[config.mk]
export PLATFORM = sky130hd
export DESIGN_NAME = jiffy_timer
export DESIGN_NICKNAME = d
export VERILOG_FILES = /design/src/rtl/jiffy_pkg.sv /design/src/rtl/jiffy_regs.sv /design/src/rtl/jiffy_counter.sv /design/src/rtl/jiffy_flag.sv /design/src/rtl/jiffy_timer.sv
export SDC_FILE = /design/constraint.sdc
export NUM_CORES = 1
export LEC_CHECK = 0
export ABC_CLOCK_PERIOD_IN_PS = 7600
export BUFFER_PORTS_ARGS = -buffer_cell sky130_fd_sc_hd__buf_4
export CAP_MARGIN = 20
export CORE_ASPECT_RATIO = 1.75
export CORE_UTILIZATION = 60
export CTS_CLUSTER_DIAMETER = 200
export CTS_CLUSTER_SIZE = 28
export DETAILED_ROUTE_END_ITERATION = 8
export HOLD_SLACK_MARGIN = 0.15
export PLACE_DENSITY_LB_ADDON = 0.08
export SLEW_MARGIN = 20
export SYNTH_ARGS = -nofsm -noshare
export SYNTH_HDL_FRONTEND = slang
export SYNTH_HIERARCHICAL = 1
export SYNTH_SLANG_ARGS = --single-unit
[constraint.sdc]
create_clock -name clk -period 7.6 [get_ports clk]
set_clock_uncertainty 0.2 [all_clocks]
set_input_delay 1.52 -clock clk [delete_from_list [all_inputs] [get_ports clk]]
set_output_delay 1.52 -clock clk [all_outputs]
set_load 0.01 [all_outputs]
[src/rtl/jiffy_pkg.sv]
package jiffy_pkg;

    typedef enum logic [1:0] {
        REG_RELOAD = 2'd0,
        REG_CTRL   = 2'd1,
        REG_STATUS = 2'd2,
        REG_COUNT  = 2'd3
    } reg_sel_e;

    localparam int CTRL_RUN_BIT  = 0;
    localparam int CTRL_IEN_BIT  = 1;
    localparam int CTRL_LOAD_BIT = 2;

    typedef struct packed {
        logic ien;
        logic run;
    } ctrl_t;

    typedef struct packed {
        logic wr_reload;
        logic wr_ctrl;
        logic force_load;
        logic rd_status;
    } bus_ev_t;

    function automatic logic is_access(input logic sel, input logic wr,
                                       input logic want_wr);
        return sel && (wr == want_wr);
    endfunction

endpackage

[src/rtl/jiffy_regs.sv]
module jiffy_regs
    import jiffy_pkg::*;
#(
    parameter int CNT_W      = 16,
    parameter int RST_RELOAD = 16'hFFFF
) (
    input  logic             clk,
    input  logic             rst,
    input  logic             bus_sel,
    input  logic             bus_wr,
    input  logic [1:0]       bus_addr,
    input  logic [CNT_W-1:0] bus_wdata,
    input  logic [CNT_W-1:0] count,
    input  logic             flag,
    output logic [CNT_W-1:0] reload,
    output ctrl_t            ctrl,
    output bus_ev_t          ev,
    output logic [CNT_W-1:0] bus_rdata
);
    localparam logic [CNT_W-1:0] RELOAD_INIT = CNT_W'(RST_RELOAD);

    reg_sel_e sel_reg;
    logic     do_wr;
    logic     do_rd;

    assign sel_reg = reg_sel_e'(bus_addr);
    assign do_wr   = is_access(bus_sel, bus_wr, 1'b1);
    assign do_rd   = is_access(bus_sel, bus_wr, 1'b0);

    always_comb begin
        ev            = '0;
        ev.wr_reload  = do_wr && (sel_reg == REG_RELOAD);
        ev.wr_ctrl    = do_wr && (sel_reg == REG_CTRL);
        ev.force_load = ev.wr_ctrl && bus_wdata[CTRL_LOAD_BIT];
        ev.rd_status  = do_rd && (sel_reg == REG_STATUS);
    end

    always_ff @(posedge clk) begin
        if (rst) begin
            reload <= RELOAD_INIT;
            ctrl   <= '0;
        end else begin
            if (ev.wr_reload) reload <= bus_wdata;
            if (ev.wr_ctrl) begin
                ctrl.run <= bus_wdata[CTRL_RUN_BIT];
                ctrl.ien <= bus_wdata[CTRL_IEN_BIT];
            end
        end
    end

    always_comb begin
        bus_rdata = '0;
        if (do_rd) begin
            unique case (sel_reg)
                REG_RELOAD: bus_rdata = reload;
                REG_CTRL:   bus_rdata[1:0] = ctrl;
                REG_STATUS: bus_rdata[0] = flag;
                REG_COUNT:  bus_rdata = count;
                default:    bus_rdata = '0;
            endcase
        end
    end

    // a control write is visible in the control word one cycle later
    p_ctrl_write_r10: assert property (@(posedge clk) disable iff (rst)
        ev.wr_ctrl |=> (ctrl.run == $past(bus_wdata[CTRL_RUN_BIT]))
                    && (ctrl.ien == $past(bus_wdata[CTRL_IEN_BIT])));

    // the latch only changes through an address-0 write
    p_latch_hold_r9: assert property (@(posedge clk) disable iff (rst)
        !ev.wr_reload |=> $stable(reload));

endmodule

[src/rtl/jiffy_counter.sv]
module jiffy_counter
    import jiffy_pkg::*;
#(
    parameter int CNT_W      = 16,
    parameter int RST_RELOAD = 16'hFFFF
) (
    input  logic             clk,
    input  logic             rst,
    input  logic             tick_en,
    input  logic             run,
    input  logic             force_load,
    input  logic [CNT_W-1:0] reload,
    output logic [CNT_W-1:0] count,
    output logic             underflow
);
    localparam logic [CNT_W-1:0] COUNT_INIT = CNT_W'(RST_RELOAD);

    logic step;
    logic at_zero;

    assign step      = run && tick_en && !force_load;
    assign at_zero   = (count == '0);
    assign underflow = step && at_zero;

    always_ff @(posedge clk) begin
        if (rst) begin
            count <= COUNT_INIT;
        end else if (force_load) begin
            count <= reload;
        end else if (step) begin
            count <= at_zero ? reload : count - 1'b1;
        end
    end

    // one decrement per enabled step above zero
    p_decrement_r2: assert property (@(posedge clk) disable iff (rst)
        (run && tick_en && !force_load && count != '0)
            |=> count == $past(count) - 1'b1);

    // no step, no change
    p_hold_r2: assert property (@(posedge clk) disable iff (rst)
        (!(run && tick_en) && !force_load) |=> $stable(count));

    // underflow reloads from the latch
    p_reload_r3: assert property (@(posedge clk) disable iff (rst)
        underflow |=> count == $past(reload));

    // force load copies the latch at once
    p_force_r4: assert property (@(posedge clk) disable iff (rst)
        force_load |=> count == $past(reload));

endmodule

[src/rtl/jiffy_flag.sv]
module jiffy_flag (
    input  logic clk,
    input  logic rst,
    input  logic underflow,
    input  logic rd_status,
    input  logic ien,
    output logic flag,
    output logic irq
);
    // An event outranks the clear so a colliding read never drops it.
    always_ff @(posedge clk) begin
        if (rst) begin
            flag <= 1'b0;
        end else if (underflow) begin
            flag <= 1'b1;
        end else if (rd_status) begin
            flag <= 1'b0;
        end
    end

    assign irq = flag && ien;

    // an event always leaves the flag set
    p_event_sets_r6: assert property (@(posedge clk) disable iff (rst)
        underflow |=> flag);

    // a read with no colliding event clears the flag
    p_read_clears_r5: assert property (@(posedge clk) disable iff (rst)
        (rd_status && !underflow) |=> !flag);

    // without read or event the flag keeps its value
    p_flag_hold_r7: assert property (@(posedge clk) disable iff (rst)
        (!rd_status && !underflow) |=> $stable(flag));

endmodule

[src/rtl/jiffy_timer.sv]
module jiffy_timer
    import jiffy_pkg::*;
#(
    parameter int CNT_W      = 16,
    parameter int RST_RELOAD = 16'hFFFF
) (
    input  logic             clk,
    input  logic             rst,
    input  logic             tick_en,
    input  logic             bus_sel,
    input  logic             bus_wr,
    input  logic [1:0]       bus_addr,
    input  logic [CNT_W-1:0] bus_wdata,
    output logic [CNT_W-1:0] bus_rdata,
    output logic             irq
);
    logic [CNT_W-1:0] reload;
    logic [CNT_W-1:0] count;
    ctrl_t            ctrl;
    bus_ev_t          ev;
    logic             underflow;
    logic             flag;

    jiffy_regs #(.CNT_W(CNT_W), .RST_RELOAD(RST_RELOAD)) u_regs (
        .clk(clk), .rst(rst),
        .bus_sel(bus_sel), .bus_wr(bus_wr), .bus_addr(bus_addr),
        .bus_wdata(bus_wdata), .count(count), .flag(flag),
        .reload(reload), .ctrl(ctrl), .ev(ev), .bus_rdata(bus_rdata)
    );

    jiffy_counter #(.CNT_W(CNT_W), .RST_RELOAD(RST_RELOAD)) u_cnt (
        .clk(clk), .rst(rst), .tick_en(tick_en), .run(ctrl.run),
        .force_load(ev.force_load), .reload(reload),
        .count(count), .underflow(underflow)
    );

    jiffy_flag u_flag (
        .clk(clk), .rst(rst), .underflow(underflow),
        .rd_status(ev.rd_status), .ien(ctrl.ien),
        .flag(flag), .irq(irq)
    );

    // the request drops one cycle after the enable is written to 0
    p_irq_mask_r8: assert property (@(posedge clk) disable iff (rst)
        (ev.wr_ctrl && !bus_wdata[CTRL_IEN_BIT]) |=> !irq);

endmodule

---- Word level (Yosys, flattened, before mapping) ----
Cells that the tools add are included.
cells by class
  reduce and logical (&&, ||, !) cells .... 15
  muxes and demuxes ....................... 9
  add/sub/neg operators ................... 1
  eq/ne operators ......................... 3
  bitwise logic cells ..................... 1
operator list
  kind                     count
  $mux W16                 4
  $pmux W14 S2             1
  $logic_not A16 Y1        1
  $sub A16 B1 Y16 const B  1
  $logic_and A1 B1 Y1      10
  $eq A2 B2 Y1 const B     2
  $pmux W1 S4              1
  $reduce_bool A2 Y1       2
  $pmux W1 S3              1
  $eq A2 B1 Y1 const B     1
  $logic_not A2 Y1         1
  $mux W1                  2
  $logic_not A1 Y1         1
  $not A1 Y1               1
word-level totals
  output and inout bits ................... 17
  input bits .............................. 23
  flip-flop bits (word level) ............. 35

---- Logic depth before layout (Yosys ltp) ----
Gate-level depths: netlist of the first run.
  word-level depth ........................ 7
  gate-level depth with buffers ........... 11
  gate-level depth less buffers ........... 9

---- Hierarchy ----
Netlist of the first run, hierarchy kept.
modules (own cells, without submodules)
  module         instances  sequential area each (µm²)  cells an instance  area each (µm²)
  jiffy_counter  1          320.3                       155                1,184.9
  jiffy_regs     1          360.3                       133                1,084.8
  jiffy_flag     1          20.0                        5                  45.0

---- Worst setup path before layout of the first run ----
No wires, ideal clock.
  path kind ............................... input -> output
  from .................................... input port bus_addr[0]
  to ...................................... output port bus_rdata[10]
  arrival ................................. 2.658 ns
  setup slack ............................. 3.222 ns
  path buffers ............................ 2
  data required time ...................... 5.880 ns
  stages on the path ...................... 6
  path through ............................ inv_1 > ha_1 > or3b_1 > buf_2 > buf_6 > nor2_1
between the ends
  word-level cells in the longest chain between the ends .. 3
  elaborated cells between the ends (all ways) .. 4
  those cells by class .................... eq/ne: 1; mux: 2; reduce/logical: 1
ends and longest elaborated chain
  element                                           line               RTL
  from (decl)                                       jiffy_timer.sv:12  input logic [1:0] bus_addr,
  $eq A2 B2 Y1 or $logic_not A2 Y1 (tied branches)  jiffy_regs.sv:54   unique case (sel_reg)
  $pmux W14 S2 *                                    jiffy_regs.sv:54
  $mux W16 *                                        jiffy_regs.sv:53   if (do_rd) begin
  to (decl)                                         jiffy_timer.sv:14  output logic [CNT_W-1:0] bus_rdata,
Every way passes the cells marked *; elsewhere a longest branch is shown, timed or not.

---- Worst setup path after layout of the first run ----
  from .................................... input port bus_addr[0]
  to ...................................... output port bus_rdata[4]
Same word-level chain as after synthesis.

==> results of run 1 <==
==> path summary, 6_finish.rpt <==
check,slack [ns],end
max,2.88,bus_rdata[4]
min reg2reg,0.30,u_flag/flag$_SDFFE_PP0P_
max reg2reg,4.82,u_cnt/count[6]$_SDFFE_PP1P_
min,0.30,u_flag/flag$_SDFFE_PP0P_
==> registers in the layout, indices dropped and copies added (netlist names) <==
| signal | flops |
|---|---|
| u_regs/reload | 16 |
| u_flag/flag | 1 |
| u_regs/ctrl | 2 |
| u_cnt/count | 16 |
==> worst register-to-register path: stages, from the launching register on <==
cell     delay (ns)
dfxtp_1        0.37
or3_1          0.61
nor4_4         0.51
a21o_1         0.49
o21ai_0        0.18
a221o_1        0.31
==> cell type report <==
type | count | area (um^2)
repair buffers | 39 | 293
well taps | 46 | 57.6
inverters | 10 | 37.5
clock buffers | 6 | 72.6
multi-input cells | 225 | 1440
clock inverters | 2 | 60.1
flip-flops and latches | 35 | 701
fillers | 308 | 1000
==> logic make-up (layout without fill, tap and decap cells) <==
group	count (synthesis)	in the layout	synth area share, %
flip-flops	35	35	30.3
buffers and inverters	33	57	7.35
AO/OA/AOI/OAI	70	70	20.9
AND/OR/NAND/NOR	127	127	28.5
adder cells (fa/ha/maj)	8	8	4.32
multiplexers	20	20	8.70
==> per-stage QoR <==
stage	std cells	area, um^2	setup WS, ns	utilization (%)
after global placement	355	2530	2.92	69.1
after global routing	363	2670	2.75	72.7
final	363	2670	2.88	72.7
after floorplan	293	2310	3.22	-
after detailed placement	355	2530	2.91	69.1
after CTS	363	2670	2.90	72.7
==> cells in the mapped netlist, types with 2 or more instances <==
cell	n
clkbuf_1	14
and2_1	3
o211ai_1	2
o21ai_0	11
nor3_1	13
a31oi_1	3
nand2_1	6
nand4b_1	2
a21oi_2	2
nand3_1	4
buf_2	4
or4_4	2
dfxtp_1	35
o22ai_1	5
mux2i_1	19
nand2b_1	9
or4_1	2
or3_1	7
or3b_2	2
a21o_1	2
ha_1	8
nand4_1	3
a22oi_1	17
nor2_1	58
buf_6	4
a221oi_1	2
o41ai_1	3
inv_1	9
a311oi_1	2
nor2b_1	2
o31ai_1	4
and3_1	2
nor4_1	4
a21oi_1	9
==> per-layer routing <==
layer	vias to the layer above	GRT usage, %	wire (um)
li1	1107	-	-
met1	1068	36.0	2350
met2	122	57.8	3230
met3	37	4.71	321
met4	0	24.3	488
met5	-	0	0
==> where the power goes <==
part           internal (W)  switching [W]   total, W
clock network      0.000131      0.0000720   0.000203
logic             0.0000273      0.0000290  0.0000563
registers          0.000189     0.00000865   0.000198
total              0.000348       0.000110   0.000457
==> layout by cell type, fill, tap and decap left out, types with 3 or more instances in the layout <==
master,n
o41ai_1,3
a21oi_1,9
nor3_1,13
nor4_1,4
or3_1,7
nand3_1,4
buf_4,39
o22ai_1,5
a22oi_1,17
nor2_1,58
o31ai_1,4
and2_1,3
inv_1,9
mux2i_1,19
nand2_1,6
o21ai_0,11
nand4_1,3
nand2b_1,9
dfxtp_1,35
ha_1,8
clkbuf_8,5
a31oi_1,3
==> run_results.csv, run 1 <==
group,metric,value,unit
synthesis,async_flop_share,0,%
synthesis,yosysUniqueCellTypes,53,
critical_path,worstReg2RegStart,"u_cnt/count[4]$_SDFFE_PP1P_",
sta,final.setup.tns,0,ns
routing,wirelength,6390,um
grt,grt.total_usage,33.3,%
sta,whs,0.304,ns
synthesis,synth_top_area_cell,"dfxtp_1",
critical_path,cpMaxStageDelayCell,"or3b_1",
clock_tree,hold_buffers,0,
pwr,p_leak,1.05,nW
finish,drive_above_1_share,18.0,%
clock_tree,cts_resized,0,
clock_tree,cts_tree,"yes",
pwr,vdd_drop_max,0.000158,V
clock_tree,cts_setup_buffers,0,
critical_path,crit_required,5.88,ns
finish,n_antenna_cell,0,
critical_path,critical_path_depth,6,
worst_hold_path,hp-class,"reg -> reg",
finish,nets,347,
pwr,p_total,0.000457,W
critical_path,critPathKind,"in -> out",
grt,grt-ovfl-total,0,
floorplan,io_pins,40,
job,drv_cap,0,
sta,slew_headroom,38.4,%
floorplan,die_x,49.0,um
worst_hold_path,min-delay-start,"u_flag/flag$_SDFFE_PP0P_",
clock_tree,clk_latency,0.29,ns
synthesis,ys_seq_area_share,30.3,%
sta,final_max_slew_viol_count,0,
synthesis,synth_edf_count,0,
critical_path,start_kind,"primary input",
floorplan,start_util,63.2,%
clock_tree,cts_buffers,5,
clock_tree,clkSinkCount,35,
worst_hold_path,hold_depth,2,
clock_tree,root_buffer,"clkbuf_8",
floorplan,core_area,3660,um^2
sta,finalCritPeriodShare,62.1,%
critical_path,end_kind,"primary output",
synthesis,syn_nets,324,
floorplan,row_count,29,
synthesis,yosys_warnings,6,
synthesis,syn_area_per_cell,7.90,um^2
grt,grt_max_degree,51,
routing,drtIter0Drc,126,
pwr,powerDensity,172,nW/um^2
critical_path,startpoint,"bus_addr[0]",
routing,wl_per_cell,17.6,um
synthesis,yosys.area.top_type_share,30.3,%
placed_design,port_buffers,39,
floorplan,die_h,84.2,um
synthesis,synth_area_leaders,"dfxtp_1 (30%), nor2_1 (9.4%), mux2i_1 (8.2%)",
sta,tightest_slew,0.924,ns
routing,drtAntennaViolNets,0,
floorplan,die_area,4120,um^2
grt,grt_pass1_vias,2193,
sta,finalHoldViolCount,0,
critical_path,critical_path.cell_chain,"buf_4 > inv_1 > ha_1 > or3b_1 > nor2_1 > buf_4",
routing,via_per_inst,6.43,
critical_path,crit_buf_inv,3,
clock_tree,clkTransAtPathRegs,0.08,ns
sta,rsz0062_at_grt,"no",
placed_design,place_congestion,0.977,
routing,route.detailed.drc,0,
critical_path,crit_path_max_incr_delay,0.63,ns
synthesis,netlist_area,2310,um^2
grt,grt_pass1_wl,10500,um
synthesis,synthFlopType,"dfxtp_1",
critical_path,arrival,3.00,ns
critical_path,reg2reg_depth,5,
clock_tree,clockBufferDepth,2,
critical_path,worst_path_most_repeated_cell,"buf_4",
placed_design,post-dp-hpwl,4470,um
critical_path,cp_max_fo,14,
routing,vias,2334,
synthesis,ys_seq_elements,35,
sta,setup_viol_count_final,0,
sta,period_needed,4.72,ns
sta,maxClockFrequency,0.212,GHz
clock_tree,cts_htree_levels,2,
run_status,status,"complete, no violations",
grt,grt_antenna_before_repair,0,
finish,areaGrowthSynthToFinish,15.1,%
routing,drt-pass1-iter-count,6,
critical_path,crit_family,"simple AND/OR/NAND/NOR gates",
synthesis,syn_inst,293,
Note: power is estimated with default switching activity, not from simulation.
==> inputs of run 2 (changes only) <==
--- a/config.mk
+++ b/config.mk
@@ -5,11 +5,12 @@
 export SDC_FILE = /design/constraint.sdc
 export NUM_CORES = 1
 export LEC_CHECK = 0
-export ABC_CLOCK_PERIOD_IN_PS = 7600
+export ABC_AREA = 1
+export ABC_CLOCK_PERIOD_IN_PS = 3850
 export BUFFER_PORTS_ARGS = -buffer_cell sky130_fd_sc_hd__buf_4
 export CAP_MARGIN = 20
 export CORE_ASPECT_RATIO = 1.75
-export CORE_UTILIZATION = 60
+export CORE_UTILIZATION = 52
 export CTS_CLUSTER_DIAMETER = 200
 export CTS_CLUSTER_SIZE = 28
 export DETAILED_ROUTE_END_ITERATION = 8
==> constraint.sdc (replaced) <==
create_clock -name clk -period 3.85 [get_ports clk]
set_clock_uncertainty 0.2 [all_clocks]
set_input_delay 0.77 -clock clk [delete_from_list [all_inputs] [get_ports clk]]
set_output_delay 0.77 -clock clk [all_outputs]
set_load 0.01 [all_outputs]
==> run 2 against run 1 <==
Effect of this change:
- final cell count rose by 37%
- via count rose by 11%
- sequential power rose by 98%
- register-to-register slack got worse by 3.0 ns
- sequential share of layout area fell by 2.6 points
- highest routed layer unchanged
- largest power group is now sequential cells
- die area rose by 30%
- final area rose by 11%
- critical endpoint is now bus_rdata[9]
==> run_results.csv, run 2 <==
group,metric,value,unit
floorplan,core_area,4750,um^2
pwr,seqPwrFrac,49.8,%
synthesis,syn_nets,443,
critical_path,reg2reg_setup_slack,1.85,ns
pwr,p_leak,1.63,nW
floorplan,io_pins,40,
finish,num-fill-cells,469,
finish,utilization,62.3,%
finish,drive_above_1_share,20.4,%
clock_tree,clk_latency,0.29,ns
sta,setup_slack,0.833,ns
floorplan,die_area,5340,um^2
run_status,status,"complete, no violations",
synthesis,yosys_warnings,6,
critical_path,crit_required,2.88,ns
routing,drtIter0Drc,104,
pwr,pwr-share-clk,33.4,%
critical_path,critPathKind,"in -> out",
sta,setup_viol_count_final,0,
routing,via_per_inst,5.22,
worst_hold_path,hp-class,"reg -> reg",
job,drv_cap,0,
clock_tree,clkTransAtPathRegs,0.07,ns
clock_tree,cts_buffers,5,
finish,n_antenna_cell,0,
finish,largestRegisters,"u_cnt/count (16), u_regs/reload (16), u_regs/ctrl (2)",
clock_tree,clockBufferDepth,2,
pwr,p_total,0.000788,W
placed_design,port_buffers,39,
finish,areaGrowthSynthToFinish,12.9,%
routing,vias,2595,
routing,route.detailed.drc,0,
pwr,powerDensity,266,nW/um^2
placed_design,place_congestion,0.875,
sta,finalCritPeriodShare,78.4,%
clock_tree,cts_setup_buffers,0,
grt,grt-ovfl-total,0,
grt,grt.total_usage,26.0,%
clock_tree,cts_resized,0,
sta,final_max_slew_viol_count,0,
sta,rsz0062_at_grt,"no",
placed_design,dp_slack,0.834,ns
synthesis,netlist_area,2620,um^2
finish,layout_common_cells,"nand2_1 (121), inv_1 (58), buf_4 (42)",
routing,wl_per_cell,13.1,um
finish,ff_latch_area,701,um^2
critical_path,end_kind,"primary output",
synthesis,syn_inst,412,
finish,final_common_cell,"nand2_1",
floorplan,die_x,55.7,um
critical_path,arrival,2.05,ns
routing,drt-pass1-iter-count,4,
sta,finalHoldViolCount,0,
clock_tree,cts_tree,"yes",
sta,period_needed,3.02,ns
pwr,internal-power,0.000557,W
critical_path,start_kind,"primary input",
clock_tree,root_buffer,"clkbuf_8",
synthesis,syn_area_per_cell,6.36,um^2
pwr,p_sw,0.000230,W
floorplan,start_util,55.2,%
finish,nets,475,
placed_design,post-dp-hpwl,4930,um
grt,grt_antenna_before_repair,0,
routing,wirelength,6520,um
pwr,p_comb_share,16.7,%
finish,multi_input_area,1570,um^2
critical_path,cp_max_fo,17,
pwr,swShare,29.2,%
clock_tree,cts_htree_levels,2,
sta,slew_headroom,60.9,%
sta,whs,0.294,ns
floorplan,die_h,95.9,um
grt,grt_max_degree,24,
grt,grt_pass1_wl,10900,um
sta,tightest_slew,0.586,ns
clock_tree,clkSinkCount,35,
sta,maxClockFrequency,0.331,GHz
sta,final.setup.tns,0,ns
routing,drtAntennaViolNets,0,
clock_tree,hold_buffers,0,
pwr,vdd_drop_max,0.000218,V
grt,grt_pass1_vias,2409,
floorplan,row_count,33,
==> run 2: metrics by stage <==
stage	area [um^2]	std cells
final	2960	497
after global routing	2960	497
after CTS	2960	497
after detailed placement	2880	489
after global placement	2880	489
after floorplan	2620	412
==> run 2: cell type report <==
cell class	count	share of cell area (%)
Timing Repair Buffer	42	10.7
Inverter	61	7.73
Multi-Input combinational cell	299	53.0
Sequential cell	35	23.7
Clock buffer	7	2.58
Clock inverter	1	0.169
Tap cell	52	2.20
==> run 2: worst paths after layout <==
path                                                     end  cells after the start                   startpoint
worst min register to register      u_flag/flag$_SDFFE_PP0P_                      2     u_flag/flag$_SDFFE_PP0P_
worst max register to register  u_cnt/count[10]$_SDFFE_PP1P_                     10  u_cnt/count[0]$_SDFFE_PP1P_
worst min-delay path                u_flag/flag$_SDFFE_PP0P_                      2     u_flag/flag$_SDFFE_PP0P_
worst max-delay path                            bus_rdata[9]                      6                  bus_addr[0]
==> run 2: per-layer routing <==
| metal | vias up | wire length, um | track usage [%] |
|---|---|---|---|
| li1 | 1363 | - | - |
| met5 | - | 0 | 0 |
| met4 | 0 | 94 | 9.17 |
| met1 | 1149 | 2840 | 30.7 |
| met2 | 74 | 3310 | 47.6 |
| met3 | 9 | 271 | 3.90 |
==> run 2: worst max-delay path, cell delays in order <==
cell and delay (ns):
buf_4 0.12, inv_1 0.12, ha_1 0.55, nand2_1 0.12, a21oi_1 0.20, buf_4 0.16
==> run 2: power by group through the flow <==
| stage | registers, W | clock network [W] | logic (W) |
|---|---|---|---|
| after floorplan | 0.000395 | 0 | 0.0000919 |
| after global placement | 0.000401 | 0 | 0.000128 |
| after detailed placement | 0.000401 | 0 | 0.000131 |
| after CTS | 0.000392 | 0.000269 | 0.000131 |
| after global routing | 0.000395 | 0.000290 | 0.000147 |
| final | 0.000392 | 0.000263 | 0.000132 |
==> inputs of run 3 (changes only) <==
--- a/config.mk
+++ b/config.mk
@@ -6,11 +6,11 @@
 export NUM_CORES = 1
 export LEC_CHECK = 0
 export ABC_AREA = 1
-export ABC_CLOCK_PERIOD_IN_PS = 3850
+export ABC_CLOCK_PERIOD_IN_PS = 3000
 export BUFFER_PORTS_ARGS = -buffer_cell sky130_fd_sc_hd__buf_4
 export CAP_MARGIN = 20
 export CORE_ASPECT_RATIO = 1.75
-export CORE_UTILIZATION = 52
+export CORE_UTILIZATION = 57
 export CTS_CLUSTER_DIAMETER = 200
 export CTS_CLUSTER_SIZE = 28
 export DETAILED_ROUTE_END_ITERATION = 8
==> constraint.sdc (replaced) <==
create_clock -name clk -period 3 [get_ports clk]
set_clock_uncertainty 0.2 [all_clocks]
set_input_delay 0.6 -clock clk [delete_from_list [all_inputs] [get_ports clk]]
set_output_delay 0.6 -clock clk [all_outputs]
set_load 0.01 [all_outputs]
==> run 3 against run 2 <==
Effect of this change:
- critical path depth increased by 1
- final area increased by 1.3%
- critical path type unchanged
- die area decreased by 8.5%
- routed wire length increased by 2.4%
- count of clock-buffer cells in the layout increased by 1
- non-clock buffer count increased by 1
- global-route usage increased by 4.0 points
- highest routed layer unchanged
==> run_results.csv, run 3 (same netlist as run 2, synthesis figures left out) <==
group,metric,value,unit
routing,wl_per_cell,13.4,um
floorplan,start_util,59.5,%
sta,finalCritPeriodShare,88.5,%
clock_tree,cts_tree,"yes",
job,drv_cap,0,
grt,grt.total_usage,30.0,%
sta,period_needed,2.66,ns
clock_tree,clkTransAtPathRegs,0.07,ns
routing,drtAntennaViolNets,0,
routing,drtIter0Drc,80,
finish,areaGrowthSynthToFinish,14.4,%
critical_path,cp_max_fo,14,
sta,maxClockFrequency,0.376,GHz
pwr,p_leak,1.64,nW
sta,tightest_slew,0.556,ns
floorplan,die_area,4880,um^2
finish,n_antenna_cell,0,
critical_path,start_kind,"primary input",
routing,wirelength,6670,um
floorplan,core_area,4400,um^2
sta,final_max_slew_viol_count,0,
grt,grt-ovfl-total,0,
routing,via_per_inst,5.40,
routing,vias,2686,
critical_path,critPathKind,"in -> out",
critical_path,crit_required,2.20,ns
clock_tree,clk_latency,0.29,ns
placed_design,place_congestion,0.872,
worst_hold_path,hp-class,"in -> reg",
pwr,powerDensity,354,nW/um^2
sta,final.setup.tns,0,ns
grt,grt_antenna_before_repair,0,
floorplan,die_h,91.7,um
critical_path,cpMaxStageDelayCell,"nand2_1",
run_status,status,"complete, no violations",
critical_path,end_kind,"primary output",
grt,grt_max_degree,25,
finish,drive_above_1_share,20.9,%
sta,setup_viol_count_final,0,
pwr,vdd_drop_max,0.000319,V
clock_tree,root_buffer,"clkbuf_8",
floorplan,die_x,53.3,um
floorplan,io_pins,40,
clock_tree,hold_buffers,0,
clock_tree,cts_htree_levels,2,
routing,route.detailed.drc,0,
critical_path,arrival,1.86,ns
clock_tree,cts_buffers,5,
sta,finalHoldViolCount,0,
floorplan,row_count,32,
sta,slew_headroom,62.8,%
placed_design,post-dp-hpwl,5030,um
finish,largestRegisters,"u_cnt/count (16), u_regs/reload (16), u_regs/ctrl (2)",
finish,final_common_cell,"nand2_1",
placed_design,place_inst,489,
clock_tree,cts_resized,0,
routing,drt-pass1-iter-count,4,
clock_tree,clkSinkCount,35,
critical_path,crit_path_max_incr_delay,0.30,ns
placed_design,port_buffers,39,
finish,final_cells,497,
sta,rsz0062_at_grt,"no",
critical_path,critical_path.cell_chain,"buf_4 > inv_1 > ha_1 > inv_1 > nand2_1 > a21oi_1 > buf_4",
finish,layout_common_cells,"nand2_1 (121), inv_1 (58), buf_4 (42)",
clock_tree,clockBufferDepth,2,
grt,grt_pass1_wl,11200,um
clock_tree,cts_setup_buffers,0,
grt,grt_pass1_vias,2551,
finish,nets,476,
[run 3: cell types whose count changed in the layout (fill, tap and decap cells not counted), sizes merged]
cell,before,now
clkbuf,7,8
clkinv,2,1
buf,42,43
[run 3: critical path, delay by kind of cell]
family          cells  cell delay [ns]
compound gates      1             0.26
fa+ha+maj           1             0.25
buf+inv             4             0.44
simple gates        1             0.30
[run 3: worst paths after layout]
path / start / endpoint / slack [ns] / cells past startpoint
max: bus_addr[0] / bus_rdata[5] / 0.34 / 7
min: rst / u_flag/flag$_SDFFE_PP0P_ / 0.28 / 2
max reg2reg: u_cnt/count[0]$_SDFFE_PP1P_ / u_cnt/count[5]$_SDFFE_PP1P_ / 1.04 / 10
min reg2reg: u_regs/reload[9]$_SDFFE_PP1P_ / u_regs/reload[9]$_SDFFE_PP1P_ / 0.30 / 2
[run 3: metal layers]
metal  part of all wire (%)  vias up  global-route usage, %
li1                       -     1363                      -
met1                     41     1212                   35.1
met2                     52      100                   52.7
met3                    5.2       11                   4.15
met4                    1.7        0                   11.0
met5                      0        -                      0
[run 3: through the flow]
step / power (W) / hold WS [ns] / util, % / worst slack, ns / instance area, um^2
6_report: 0.00106 / 0.284 / 68.1 / 0.344 / 3000
4_1_cts: 0.00106 / 0.277 / 68.1 / 0.340 / 3000
2_1_floorplan: 0.000625 / 0.255 / - / 0.752 / 2620
3_3_place_gp: 0.000681 / 0.279 / 65.8 / 0.428 / 2900
3_5_place_dp: 0.000685 / 0.283 / 65.8 / 0.352 / 2900
5_1_grt: 0.00110 / 0.278 / 68.1 / 0.204 / 3000
[run 3: layout make-up]
class                           instances  area, um^2
Clock buffer                            8         100
Timing Repair Buffer                   43         335
Sequential cell                        35         701
Fill cell                             397        1410
Inverter                               61         229
Multi-Input combinational cell        299        1570
Tap cell                               51        63.8
[run 3: power breakdown]
group | internal (W) | switching, W | leakage (nW)
logic | 0.0000707 | 0.000101 | 1.31
clock network | 0.000210 | 0.000174 | 0.0515
registers | 0.000483 | 0.0000214 | 0.286
